===== config.mk =====
export PLATFORM = sky130hd
export DESIGN_NAME = alu_status_unit
export DESIGN_NICKNAME = d
export VERILOG_FILES = /design/src/rtl/alu_pkg.sv /design/src/rtl/alu_shifter.sv /design/src/rtl/alu_core.sv /design/src/rtl/alu_status_reg.sv /design/src/rtl/alu_status_unit.sv
export SDC_FILE = /design/constraint.sdc
export NUM_CORES = 1
export LEC_CHECK = 0
export BUFFER_PORTS_ARGS = -buffer_cell sky130_fd_sc_hd__buf_2
export CORE_AREA = 4 4 95 141
export CTS_CLUSTER_DIAMETER = 120
export DETAILED_ROUTE_END_ITERATION = 10
export DIE_AREA = 0 0 99 145
export GPL_TIMING_DRIVEN = 0
export HOLD_SLACK_MARGIN = 0.15
export PLACE_DENSITY = 0.72
export SYNTH_ARGS = -nofsm -noshare
export SYNTH_HDL_FRONTEND = slang
export SYNTH_SLANG_ARGS = --single-unit

===== constraint.sdc =====
create_clock -name clk_i -period 5.9 [get_ports clk_i]
set_clock_uncertainty 0.1 [all_clocks]
set_input_delay 0.59 -clock clk_i [delete_from_list [all_inputs] [get_ports clk_i]]
set_output_delay 0.59 -clock clk_i [all_outputs]
set_load 0.02 [all_outputs]

===== src/rtl/alu_pkg.sv =====
package alu_pkg;
  localparam int STATUS_W = 8;
  localparam int FLAG_C   = 0;
  localparam int FLAG_O   = 1;
  localparam int FLAG_N   = 2;
  localparam int FLAG_Z   = 3;
  localparam int FLAG_IE  = 4;
  localparam int FLAG_LT  = 5;

  typedef enum logic [2:0] {
    OP_ADD = 3'd0,
    OP_SUB = 3'd1,
    OP_AND = 3'd2,
    OP_OR  = 3'd3,
    OP_NOR = 3'd4,
    OP_CMP = 3'd5,
    OP_SHL = 3'd6,
    OP_SHR = 3'd7
  } alu_op_e;

  typedef struct packed {
    logic c;
    logic o;
    logic n;
    logic z;
    logic lt;
    logic upd_co;
    logic upd_lt;
  } alu_flags_t;
endpackage


===== src/rtl/alu_shifter.sv =====
module alu_shifter #(
  parameter int WIDTH = 16
) (
  input  logic [WIDTH-1:0] val_i,
  input  logic [WIDTH-1:0] amt_i,
  input  logic             left_i,
  output logic [WIDTH-1:0] res_o
);
  localparam int SHW = $clog2(WIDTH);

  logic             in_range;
  logic [SHW-1:0]   sh;

  assign in_range = (amt_i < WIDTH[WIDTH-1:0]);
  assign sh       = amt_i[SHW-1:0];

  always_comb begin
    if (!in_range)   res_o = '0;
    else if (left_i) res_o = val_i << sh;
    else             res_o = val_i >> sh;
  end
endmodule


===== src/rtl/alu_core.sv =====
module alu_core
  import alu_pkg::*;
#(
  parameter int WIDTH = 16
) (
  input  alu_op_e          op_i,
  input  logic [WIDTH-1:0] a_i,
  input  logic [WIDTH-1:0] b_i,
  output logic [WIDTH-1:0] res_o,
  output logic             we_o,
  output alu_flags_t       flags_o
);
  localparam int MSB = WIDTH - 1;

  logic [WIDTH:0]   sum;
  logic [WIDTH:0]   diff;
  logic [WIDTH-1:0] sh_res;
  logic [WIDTH-1:0] flag_src;
  logic             ovf_add;
  logic             ovf_sub;

  assign sum     = {1'b0, a_i} + {1'b0, b_i};
  assign diff    = {1'b0, a_i} - {1'b0, b_i};
  assign ovf_add = (a_i[MSB] == b_i[MSB]) && (sum[MSB] != a_i[MSB]);
  assign ovf_sub = (a_i[MSB] != b_i[MSB]) && (diff[MSB] != a_i[MSB]);

  alu_shifter #(.WIDTH(WIDTH)) u_shift (
    .val_i (a_i),
    .amt_i (b_i),
    .left_i(op_i == OP_SHL),
    .res_o (sh_res)
  );

  always_comb begin
    we_o = 1'b1;
    unique case (op_i)
      OP_ADD:        res_o = sum[MSB:0];
      OP_SUB:        res_o = diff[MSB:0];
      OP_AND:        res_o = a_i & b_i;
      OP_OR:         res_o = a_i | b_i;
      OP_NOR:        res_o = ~(a_i | b_i);
      OP_CMP: begin  res_o = a_i; we_o = 1'b0; end
      OP_SHL, OP_SHR: res_o = sh_res;
      default:       res_o = '0;
    endcase
  end

  // compare sets sign/zero from the difference it discards
  assign flag_src = (op_i == OP_CMP) ? diff[MSB:0] : res_o;

  always_comb begin
    flags_o.n      = flag_src[MSB];
    flags_o.z      = (flag_src == '0);
    flags_o.upd_co = (op_i == OP_ADD) || (op_i == OP_SUB) || (op_i == OP_CMP);
    flags_o.upd_lt = (op_i == OP_SUB) || (op_i == OP_CMP);
    flags_o.c      = (op_i == OP_ADD) ? sum[WIDTH] : ~diff[WIDTH];
    flags_o.o      = (op_i == OP_ADD) ? ovf_add : ovf_sub;
    flags_o.lt     = diff[MSB] ^ ovf_sub;
  end
endmodule


===== src/rtl/alu_status_reg.sv =====
module alu_status_reg
  import alu_pkg::*;
(
  input  logic                clk_i,
  input  logic                rst_ni,
  input  logic                flag_en_i,
  input  alu_flags_t          flags_i,
  input  logic                ie_we_i,
  input  logic                ie_i,
  output logic [STATUS_W-1:0] status_o
);
  logic c_q, o_q, n_q, z_q, ie_q, lt_q;

  always_ff @(posedge clk_i or negedge rst_ni) begin
    if (!rst_ni) begin
      c_q <= 1'b0; o_q <= 1'b0; n_q <= 1'b0;
      z_q <= 1'b0; ie_q <= 1'b0; lt_q <= 1'b0;
    end else begin
      if (flag_en_i) begin
        n_q <= flags_i.n;
        z_q <= flags_i.z;
        if (flags_i.upd_co) begin
          c_q <= flags_i.c;
          o_q <= flags_i.o;
        end
        if (flags_i.upd_lt) lt_q <= flags_i.lt;
      end
      if (ie_we_i) ie_q <= ie_i;
    end
  end

  always_comb begin
    status_o          = '0;
    status_o[FLAG_C]  = c_q;
    status_o[FLAG_O]  = o_q;
    status_o[FLAG_N]  = n_q;
    status_o[FLAG_Z]  = z_q;
    status_o[FLAG_IE] = ie_q;
    status_o[FLAG_LT] = lt_q;
  end

  assert_ie_hold_R11: assert property (@(posedge clk_i) disable iff (!rst_ni)
    !ie_we_i |=> $stable(status_o[FLAG_IE]));
  assert_ie_write_R11: assert property (@(posedge clk_i) disable iff (!rst_ni)
    ie_we_i |=> status_o[FLAG_IE] == $past(ie_i));
  assert_no_flag_change_R10: assert property (@(posedge clk_i) disable iff (!rst_ni)
    (!flag_en_i && !ie_we_i) |=> $stable(status_o));
  assert_co_hold_R7: assert property (@(posedge clk_i) disable iff (!rst_ni)
    !flags_i.upd_co |=> $stable(status_o[FLAG_O:FLAG_C]));
endmodule


===== src/rtl/alu_status_unit.sv =====
module alu_status_unit
  import alu_pkg::*;
#(
  parameter int WIDTH = 16
) (
  input  logic                clk_i,
  input  logic                rst_ni,
  input  logic [2:0]          op_i,
  input  logic                use_imm_i,
  input  logic [WIDTH-1:0]    dst_i,
  input  logic [WIDTH-1:0]    rs_i,
  input  logic [WIDTH-1:0]    imm_i,
  input  logic                flag_en_i,
  input  logic                ie_we_i,
  input  logic                ie_i,
  output logic [WIDTH-1:0]    result_o,
  output logic                result_we_o,
  output logic [STATUS_W-1:0] status_o
);
  alu_op_e          op;
  logic [WIDTH-1:0] src;
  alu_flags_t       flags;

  assign op  = alu_op_e'(op_i);
  assign src = use_imm_i ? imm_i : rs_i;

  alu_core #(.WIDTH(WIDTH)) u_core (
    .op_i   (op),
    .a_i    (dst_i),
    .b_i    (src),
    .res_o  (result_o),
    .we_o   (result_we_o),
    .flags_o(flags)
  );

  alu_status_reg u_status (
    .clk_i    (clk_i),
    .rst_ni   (rst_ni),
    .flag_en_i(flag_en_i),
    .flags_i  (flags),
    .ie_we_i  (ie_we_i),
    .ie_i     (ie_i),
    .status_o (status_o)
  );

  assert_sub_carry_R8: assert property (@(posedge clk_i) disable iff (!rst_ni)
    (flag_en_i && (op == OP_SUB || op == OP_CMP))
      |=> status_o[FLAG_C] == ($past(dst_i) >= $past(src)));
  assert_cmp_keeps_dst_R5: assert property (@(posedge clk_i) disable iff (!rst_ni)
    (op == OP_CMP) |-> (!result_we_o && result_o == dst_i));
endmodule


==> results.txt <==
The largest voltage drop on the vdd net is about 0.1 mV. The worst setup path is captured at a primary output. The core outline area came out at between 10000 and 15000 um2. For this configuration, the core starts out at a cell density of 0.415. The die covers around 14000 um2.

The transition time at the pin with the least slew margin is around 1.1 ns. Data on the critical path is required at its endpoint by about 5.2 ns. The number of maximum-capacitance constraint violations came out at 0.

The flow ran to the end, and the final reports show no timing, DRC or antenna violations. The average detailed-routed wire length per instance is approximately 22 um. The clock drives 6 sinks. The worst reg-to-reg setup slack came out at 5.06 ns.

The area growth from synthesis to layout is 14.7%. The delay of the slowest critical-path stage is between 0.4 and 0.5 ns. The library cell used most frequently in the layout, excluding fill and tap cells, is sky130_fd_sc_hd__buf_2.

The max-slew violation count came out at 0. The sequential cell area fraction in the yosys report is 0.0300. The final count of negative-setup-slack endpoints is 0. In this run the critical register-to-register path is launched from u_status.ie_q.

For this run, global-route usage on met1 was measured as 0.301. The critical path is of the in2out type. The ratio of cells with drive above 1 in the final layout came out at 0.175. The average footprint of a synthesized cell came out at roughly 7.2 um2. The first global-routing pass estimated between 30000 and 40000 um of wire. Counting both buffers and inverters, the worst setup path holds a total of 4. The synthesis-stage register bit count came out at 6. The vias per cell came out at around 6.5. Walking the worst path, the cells encountered are buf_6, mux2i_4, clkbuf_4, buf_4, ha_1, nor3_2, o311ai_2, a31o_2, a211oi_1, o31ai_1, nand2b_1, a21o_1, fa_1, mux2i_1, nor2_1, a21oi_1, a21oi_1, a41oi_1, a21oi_1, buf_2.

In this run the tool buffered the top-level ports with 77 buffer cells. The leakage power summed over all cells is 2.57 nW. The detail route stage leaves a number of antenna-violating nets equal to 0. In this run the number of cells on the critical path is 20. The number of clock buffers added by TritonCTS is 3.

The overall overflow remaining after global route is 0. The clock period minus final worst setup slack is around 5.7 ns. The count of cell types in the netlist is 76.

TritonCTS built the clock tree. The detailed router placed around 6000 vias in this run. The final hold violation count came out at 0. The worst setup path is launched from a primary input. At the later pin of the worst-skew pair, clock insertion delay measures between 0.2 and 0.25 ns.

The longest clock path from root to sink contains 2 buffers. ~80 I/O pins were placed. On the critical path the largest part of the delay comes from compound AO/OA/AOI/OAI gates. The most critical setup path has its startpoint at use_imm_i. In the global route stage, met2 resource usage came out at 0.457. The overall fraction of global-route tracks in use is 0.267. The initial antenna violation count is 0. In the global route stage, met3 resource usage came out at 0.0293. The largest net degree at the start of global routing is 14. The synthesis warning total is 0. The first routing iteration left 546 violations. After clock tree synthesis, the clock-pin slew on the worst setup and hold paths is 0.03 ns. The initialized floorplan defines between 40 and 50 standard-cell rows. The die boundary width came out at between 90 and 100 um.

The post-detailed-route DRC marker count came out at 0. At the end of routability-driven placement, the weighted congestion stood at 1.05. The post-synth design cell area came out at 5010 um2. The path class of the tightest hold or removal check is reg2reg. The share of the clock period used by the worst path is 0.970. Among all flip-flop cells after synthesis, the most frequent one is sky130_fd_sc_hd__dfrtp_1. The number of global-route vias before repair is a little under 6000. Synthesis produced 695 cells. The H-tree level count is 1. The most frequent cell on the critical path is sky130_fd_sc_hd__a21oi_1. The post-CTS setup-driven buffer insertion count is 0.

The antenna diode count is 0. Counting flops with an async set or reset pin after synthesis yields a share of 1.00. The worst slack after detailed placement is -0.441 ns. In this run the power density over the cells is 141 nW/um2. The worst register-to-register path ends at u_status.ie_q. STA puts the critical path data arrival time at 5.03 ns. In the layout the commonest cells are sky130_fd_sc_hd__buf_2, sky130_fd_sc_hd__ha_1, sky130_fd_sc_hd__nand2_1, sky130_fd_sc_hd__inv_1.

The post-detailed-placement half-perimeter wirelength came out at about 16000 um. The headroom to the max-slew limit came out at 0.280. The root buffer cell chosen for the clock tree is sky130_fd_sc_hd__clkbuf_16.

The vertical extent of the die came out at approximately 150 um. The maximum operating frequency is between 0.15 and 0.2 GHz. In this run the most used layer during global routing was met2. The last element of the critical path is result_o[15].

The number of enable-type register cells in the synthesized netlist came out at 0. Adding up every negative setup slack in the final design gives 0 ns. The number of detailed-route iterations in the first pass is 5.

After detailed routing, the total wire length is between 20000 and 25000 um. The final worst slack came out at roughly 0.18 ns. The worst-path maximum fanout is 13. The number of nets in the final layout came out at approximately 900. The total power of the final layout came out at ~0.00081 W. The logic depth of the worst register-to-register path came out at 1. The total of fill cells in the finished design is ~1200. The standard cell with the maximum stage delay on the critical path is sky130_fd_sc_hd__fa_1. The post-route core utilization came out at 0.476.
state kept, by name, indices dropped and copies added (netlist names):
signal         cells
u_status.lt_q      1
u_status.c_q       1
u_status.z_q       1
u_status.o_q       1
u_status.n_q       1
u_status.ie_q      1
layout make-up:
cell class              instances  area, um2  share of cell area
multi-input cells             583       4460               0.777
repair buffers                 78        395              0.0688
plain buffers                  51        260              0.0453
inverters                      55        209              0.0364
well taps                     153        191              0.0333
flip-flops and latches          6        150              0.0261
clock buffers                   3       75.1              0.0131
what timing repair did:
action	CTS	global route
gates cloned	0	0
hold endpoints to repair	6	0
hold buffers	1	0
gates resized for setup	7	9
endpoints found under the setup margin	1	1
per-stage QoR:
stage | cells | instance area [um2] | hold slack [ns]
finish | 929 | 5740 | 0.381
global route | 929 | 5740 | 0.414
CTS | 930 | 5710 | 0.383
detailed placement | 926 | 5600 | 0.315
global placement | 926 | 5590 | 0.315
floorplan | 696 | 5010 | 0.194
synthesized netlist by cell type (all sizes together) (6+ instances only):
| master | instances | area share |
|---|---|---|
| a211oi | 8 | 0.012 |
| inv | 54 | 0.041 |
| nor3 | 26 | 0.027 |
| ha | 60 | 0.15 |
| nand2 | 57 | 0.043 |
| mux4 | 8 | 0.036 |
| nor4 | 7 | 0.010 |
| a221o | 6 | 0.012 |
| xnor2 | 18 | 0.031 |
| o22ai | 10 | 0.012 |
| a22oi | 9 | 0.013 |
| clkbuf | 31 | 0.023 |
| nand2b | 10 | 0.012 |
| buf | 21 | 0.027 |
| dfrtp | 6 | 0.030 |
| o21ai | 26 | 0.026 |
| a21o | 7 | 0.010 |
| a221oi | 11 | 0.019 |
| mux2i | 55 | 0.12 |
| nor2 | 45 | 0.034 |
| nand3 | 23 | 0.023 |
| a21oi | 48 | 0.048 |
| nor2b | 16 | 0.020 |
| nand3b | 7 | 0.010 |
| o31ai | 9 | 0.013 |
| o211ai | 15 | 0.022 |
logic make-up (layout without fill, tap and decap cells):
group	Yosys count	after routing	share of synthesized area
other	1	2	0.000749
buffers and inverters	107	187	0.0919
XOR/XNOR	21	21	0.0367
multiplexers	66	66	0.161
AO/OA/AOI/OAI	207	207	0.292
adder cells (fa/ha/maj)	63	63	0.162
AND/OR/NAND/NOR	224	224	0.226
flip-flops	6	6	0.0300
tightest hold or removal path, stage by stage (launching register included):
cell and delay (ns):
sky130_fd_sc_hd__dfrtp_1 0.34, sky130_fd_sc_hd__nand2_1 0.05, sky130_fd_sc_hd__o31ai_1 0.06
worst min-delay path by stage:
stage | start | endpoint | slack [ns] | depth (start not counted)
after CTS | u_status.c_q | u_status.c_q | 0.38 | 2
after floorplan | rst_ni | u_status.c_q | 0.19 | 0
after global routing | u_status.z_q | u_status.z_q | 0.41 | 1
after detailed placement | rst_ni | u_status.lt_q | 0.31 | 1
after global placement | rst_ni | u_status.ie_q | 0.31 | 1
final | u_status.o_q | u_status.o_q | 0.38 | 2
per-layer routing:
| layer | vias to the layer above | wire length (um) |
|---|---|---|
| met2 | 392 | 9650 |
| met3 | 115 | 1590 |
| met1 | 2763 | 7070 |
| met5 | - | 0 |
| li1 | 2743 | - |
| met4 | 0 | 1700 |
power by group:
group	switching (W)	leakage, nW	total (W)	internal, W
Combinational	0.000403	2.46	0.000649	0.000246
Clock	0.0000211	0.0370	0.000108	0.0000868
Sequential	0.00000326	0.0749	0.0000507	0.0000474
Total	0.000428	2.57	0.000808	0.000380
Note: power is estimated with default switching activity, not from simulation.
